[config.mk]
export PLATFORM = sky130hd
export DESIGN_NAME = io_route_decoder
export DESIGN_NICKNAME = d
export VERILOG_FILES = /design/src/rtl/io_route_pkg.sv /design/src/rtl/io_route_ctrl.sv /design/src/rtl/io_route_datapath.sv /design/src/rtl/io_route_decoder.sv
export SDC_FILE = /design/constraint.sdc
export NUM_CORES = 1
export LEC_CHECK = 0
export CAP_MARGIN = 5
export CORE_MARGIN = 10
export CORE_UTILIZATION = 43
export DETAILED_ROUTE_END_ITERATION = 6
export PLACE_DENSITY = 0.83
export SETUP_SLACK_MARGIN = 0.2
export SLEW_MARGIN = 20
export SYNTH_ARGS = -nofsm -noshare
export SYNTH_HDL_FRONTEND = slang
export SYNTH_SLANG_ARGS = --single-unit
[constraint.sdc]
create_clock -name clk -period 4.75 [get_ports clk]
set_clock_uncertainty 0.2 [all_clocks]
set_input_delay 0.7125 -clock clk [delete_from_list [all_inputs] [get_ports clk]]
set_output_delay 0.7125 -clock clk [all_outputs]
set_load 0.01 [all_outputs]
[src/rtl/io_route_pkg.sv]
package io_route_pkg;
  typedef enum logic [1:0] {
    RSN_NONE = 2'd0,
    RSN_WIN  = 2'd1,
    RSN_VGA  = 2'd2,
    RSN_ISA  = 2'd3
  } route_reason_e;

  typedef struct packed {
    logic wrCtrl;
    logic wrBase;
    logic wrLimit;
    logic accept;
  } route_strobe_t;

  localparam logic [1:0] SEL_CTRL  = 2'd0;
  localparam logic [1:0] SEL_BASE  = 2'd1;
  localparam logic [1:0] SEL_LIMIT = 2'd2;
endpackage

[src/rtl/io_route_ctrl.sv]
module io_route_ctrl
  import io_route_pkg::*;
(
  input  logic          clk,
  input  logic          rstN,
  input  logic          regWrEn,
  input  logic [1:0]    regWrSel,
  input  logic          reqValid,
  output logic          reqReady,
  output route_strobe_t strobes
);
  logic readyQ;

  always_ff @(posedge clk) begin
    if (!rstN) readyQ <= 1'b0;
    else       readyQ <= 1'b1;
  end

  assign reqReady        = readyQ;
  assign strobes.wrCtrl  = regWrEn && (regWrSel == SEL_CTRL);
  assign strobes.wrBase  = regWrEn && (regWrSel == SEL_BASE);
  assign strobes.wrLimit = regWrEn && (regWrSel == SEL_LIMIT);
  assign strobes.accept  = reqValid && readyQ;

  a_r9_one_write_target: assert property (@(posedge clk) disable iff (!rstN)
    $countones({strobes.wrCtrl, strobes.wrBase, strobes.wrLimit}) <= 1);
  a_r1_ready_after_reset: assert property (@(posedge clk) disable iff (!rstN)
    $past(rstN) |-> reqReady);
endmodule

[src/rtl/io_route_datapath.sv]
module io_route_datapath
  import io_route_pkg::*;
#(
  parameter int ADDR_W = 16
) (
  input  logic              clk,
  input  logic              rstN,
  input  route_strobe_t     strobes,
  input  logic [ADDR_W-1:0] regWrData,
  input  logic [ADDR_W-1:0] reqAddr,
  output logic              decValid,
  output logic              decDownstream,
  output logic [1:0]        decReason
);
  localparam int PAGE_LSB = 12;
  localparam int PAGE_W   = ADDR_W - PAGE_LSB;
  localparam int CTRL_W   = 3;

  logic [CTRL_W-1:0] ctrlQ;
  logic [PAGE_W-1:0] basePgQ, limitPgQ;
  logic isaEn, vgaEn, vga16;

  assign isaEn = ctrlQ[0];
  assign vgaEn = ctrlQ[1];
  assign vga16 = ctrlQ[2];

  always_ff @(posedge clk) begin
    if (!rstN) begin
      ctrlQ    <= '0;
      basePgQ  <= '1;
      limitPgQ <= '0;
    end else begin
      if (strobes.wrCtrl)  ctrlQ    <= regWrData[CTRL_W-1:0];
      if (strobes.wrBase)  basePgQ  <= regWrData[ADDR_W-1:PAGE_LSB];
      if (strobes.wrLimit) limitPgQ <= regWrData[ADDR_W-1:PAGE_LSB];
    end
  end

  logic [PAGE_W-1:0] reqPg;
  logic [9:0] lowBits;
  logic inWin, below64k, isaAlias, vgaPort, vgaHigh0, vgaHit, isaHold;
  route_reason_e reasonNext;
  logic downNext;

  assign reqPg    = reqAddr[ADDR_W-1:PAGE_LSB];
  assign lowBits  = reqAddr[9:0];
  assign inWin    = (limitPgQ >= basePgQ) && (reqPg >= basePgQ) && (reqPg <= limitPgQ);
  assign below64k = (reqAddr >> 16) == '0;
  assign isaAlias = lowBits[9:8] != 2'b00;
  assign vgaPort  = ((lowBits >= 10'h3B0) && (lowBits <= 10'h3BB)) ||
                    ((lowBits >= 10'h3C0) && (lowBits <= 10'h3DF));
  assign vgaHigh0 = reqAddr[ADDR_W-1:10] == '0;
  assign vgaHit   = vgaEn && vgaPort && (!vga16 || vgaHigh0);
  assign isaHold  = isaEn && inWin && below64k && isaAlias;

  always_comb begin
    if (vgaHit) begin
      reasonNext = RSN_VGA;  downNext = 1'b1;
    end else if (isaHold) begin
      reasonNext = RSN_ISA;  downNext = 1'b0;
    end else if (inWin) begin
      reasonNext = RSN_WIN;  downNext = 1'b1;
    end else begin
      reasonNext = RSN_NONE; downNext = 1'b0;
    end
  end

  always_ff @(posedge clk) begin
    if (!rstN) begin
      decValid      <= 1'b0;
      decDownstream <= 1'b0;
      decReason     <= RSN_NONE;
    end else begin
      decValid <= strobes.accept;
      if (strobes.accept) begin
        decDownstream <= downNext;
        decReason     <= reasonNext;
      end
    end
  end

  a_r10_valid_after_accept: assert property (@(posedge clk) disable iff (!rstN)
    strobes.accept |=> decValid);
  a_r10_no_spurious_valid: assert property (@(posedge clk) disable iff (!rstN)
    !strobes.accept |=> !decValid);
  a_r5_vga_forwards: assert property (@(posedge clk) disable iff (!rstN)
    decValid && (decReason == RSN_VGA) |-> decDownstream);
  a_r4_isa_held_up: assert property (@(posedge clk) disable iff (!rstN)
    decValid && (decReason == RSN_ISA) |-> !decDownstream);
  a_r2_window_forwards: assert property (@(posedge clk) disable iff (!rstN)
    decValid && (decReason == RSN_WIN) |-> decDownstream);
  a_r7_no_vga_when_off: assert property (@(posedge clk) disable iff (!rstN)
    strobes.accept && !vgaEn |=> decReason != RSN_VGA);
  a_r3_closed_window: assert property (@(posedge clk) disable iff (!rstN)
    strobes.accept && (limitPgQ < basePgQ) |=> decReason inside {RSN_NONE, RSN_VGA});
endmodule

[src/rtl/io_route_decoder.sv]
module io_route_decoder
  import io_route_pkg::*;
#(
  parameter int ADDR_W = 16
) (
  input  logic              clk,
  input  logic              rstN,
  input  logic              regWrEn,
  input  logic [1:0]        regWrSel,
  input  logic [ADDR_W-1:0] regWrData,
  input  logic              reqValid,
  output logic              reqReady,
  input  logic [ADDR_W-1:0] reqAddr,
  output logic              decValid,
  output logic              decDownstream,
  output logic [1:0]        decReason
);
  route_strobe_t strobes;

  io_route_ctrl u_ctrl (
    .clk      (clk),
    .rstN     (rstN),
    .regWrEn  (regWrEn),
    .regWrSel (regWrSel),
    .reqValid (reqValid),
    .reqReady (reqReady),
    .strobes  (strobes)
  );

  io_route_datapath #(.ADDR_W(ADDR_W)) u_dp (
    .clk           (clk),
    .rstN          (rstN),
    .strobes       (strobes),
    .regWrData     (regWrData),
    .reqAddr       (reqAddr),
    .decValid      (decValid),
    .decDownstream (decDownstream),
    .decReason     (decReason)
  );
endmodule

==> metrics <==
critical path cell sequence=clkdlybuf4s50_1 -> inv_1 -> ha_1 -> nand2b_1 -> a2111oi_1 -> or4_1 -> or2_1 -> o32ai_2; core box area=0.00200 mm^2; Switching Fraction=0.245; Die Ht=66.2 um; Sw Pwr=0.0717 mW; remaining antenna violation count after routing=0; DR DRC count=0; row count=16; Mapped Nets=151; Placed Instances=158; Syn Inst Count=101; sequential power share=0.484; ant diodes=0; Slew Viols, Final=0; largest net degree at the start of global routing=17; cell area after synthesis=920 um^2; hold_buf cts=0; normalized max-slew margin=0.531; largest cells by area after synthesis=dfxtp_1 (35%), ha_1 (16%), mux2i_1 (8.7%); nets=186; setup TNS=0 ns; first-pass GRT wire length=3970 um; post-synth top area cell=dfxtp_1; Peak VDD IR=0.000190 V; sequential fraction of the synthesis area=0.348; #FFs+latches synth=16; cell area power density=226 mW/mm^2; port buffer count=31; worst slew pin tran=0.703 ns; mean post-synth cell area=9.11 um^2; clock share of power=0.319; die width=66.2 um; Finish-stage setup viols=0; Vias=831; # H-tree levels=1; Starting Density=0.459; Pleak=0.557 nW; Post-synth top flop=dfxtp_1; synth warn=0; final period utilization=0.573; first-iteration detailed-routing DRC count=19; Root Driver=clkbuf_4; TritonRoute pass-1 iters=3; slowest cell on the critical path=or4_1; Async SR Flop Fraction=0; Setup Buffers After CTS=0; Crit. End Element=register; worst skew pair latency=0.29 ns; RSZ-0062 raised after global routing=false; routability congestion estimate=0.904; Total GRT Usage=0.113; count of final hold-check violations=0; Fillers=167; Hold Slack=0.311 ns; logic gate share of total power=0.197; worst hold path type=reg -> reg; vias in the first global route=898; CP Launch Type=input pin; crit path max fanout=2; Gates resized, CTS repair=0; fin area=0.00130 mm^2; initial antenna violation count=0; Ports=43; area grow syn2layout=41.0%; Synth cell types=28; CTS sink cnt=16; max-cap viol count=0; WL final=2350 um; DP Wirelength=1920 um; Critical Setup Path Class=in -> reg; vias per cell=5.13; count leader, synth=dfxtp_1; delay of the slowest critical-path stage=0.54 ns; critical path arrival=2.73 ns; EDFF count, synth=0; top cells by count, synth=dfxtp_1 (16), ha_1 (12), nand2_1 (10), inv_1 (9), nor2b_1 (9); top cell type's share of synthesized area=0.348; total die area=0.00439 mm^2; placed inst area=0.00126 mm^2; CTS tree=done; Finished Layout Cells=162; Clk pin slew, worst setup/hold paths=0.10 ns; layout cells sized above 1=0.0370; total CTS buffers=3; Core Util, Final=0.648; Int Pwr=0.221 mW; shortest period the worst path allows=2.72 ns; total gr overflow=0; WL/cell=14.5 um; required time of the critical path=4.76 ns; Max clock buf depth=2; status=finished clean; Fmax=368 MHz
## layout make-up
| type | count | area (um^2) | share of cell area |
|---|---|---|---|
| multi-input cells | 75 | 562 | 0.433 |
| inverters | 9 | 33.8 | 0.0261 |
| clock buffers | 4 | 36.3 | 0.0280 |
| flip-flops and latches | 16 | 320 | 0.247 |
| repair buffers | 31 | 310 | 0.239 |
| well taps | 27 | 33.8 | 0.0261 |
## final timing paths
path	start	depth (start not counted)	slack, ns	to
max reg2reg	u_dp.limitPgQ[0]	7	2.56	u_dp.decReason[0]
min reg2reg	u_dp.decReason[0]	2	0.31	u_dp.decReason[0]
min	u_dp.decReason[0]	2	0.31	u_dp.decReason[0]
max	reqAddr[12]	8	2.03	u_dp.decReason[0]
## sequential cells by signal, summed over array words and instances, names as in the netlist
name / cells
u_dp.decValid: 1
u_dp.decDownstream: 1
u_dp.basePgQ: 4
u_ctrl.reqReady: 1
u_dp.decReason: 2
u_dp.ctrlQ: 3
u_dp.limitPgQ: 4
## power by group through the flow
stage | registers [mW] | logic [mW] | clock network, mW
floorplan | 0.145 | 0.0237 | 0
global placement | 0.145 | 0.0552 | 0
detailed placement | 0.145 | 0.0579 | 0
CTS | 0.142 | 0.0584 | 0.0953
global route | 0.142 | 0.0645 | 0.101
finish | 0.142 | 0.0578 | 0.0935
## worst max-delay path, delay by kind of cell
kind                       cells  cell delay [ns]
and+or+nand+nor                3             0.90
buffers and inverters          2             0.53
AOI/OAI and AO/OA              2             0.33
adders and majority gates      1             0.26
## cell usage in the layout (no fill, tap or decap), types with 2 or more instances in the layout
cell type / synthesis / final
ha_1: 12 / 12
nand2_1: 10 / 10
nor2_1: 2 / 2
nand3b_1: 2 / 2
o21ai_0: 7 / 7
nand2b_1: 4 / 4
a21oi_1: 3 / 3
nor2b_1: 9 / 9
o21a_1: 2 / 2
clkdlybuf4s50_1: 0 / 31
clkbuf_4: 0 / 3
mux2i_1: 8 / 8
or4_1: 2 / 2
dfxtp_1: 16 / 16
inv_1: 9 / 9
## metrics by stage
stage	power (mW)	setup WS [ns]
after floorplan	0.169	2.35
after global placement	0.200	1.76
after detailed placement	0.203	1.71
after CTS	0.295	2.02
after global routing	0.308	1.93
final	0.293	2.03
## per-layer routing
layer  GRT usage  wire (um)  vias to the layer above
met1       0.123       1050                      375
met4      0.0497         38                        0
met3      0.0441        179                        5
li1            -          -                      425
met5           0          0                        -
met2       0.190       1090                       26
## cell families (layout without fill, tap and decap cells)
logic type,after synthesis,in the layout,synth area share
AND/OR/NAND/NOR,36,36,0.222
AO/OA/AOI/OAI,19,19,0.139
flip-flops,16,16,0.348
adder cells (fa/ha/maj),12,12,0.163
buffers and inverters,10,44,0.0408
multiplexers,8,8,0.0871
Note: power is estimated with default switching activity, not from simulation.
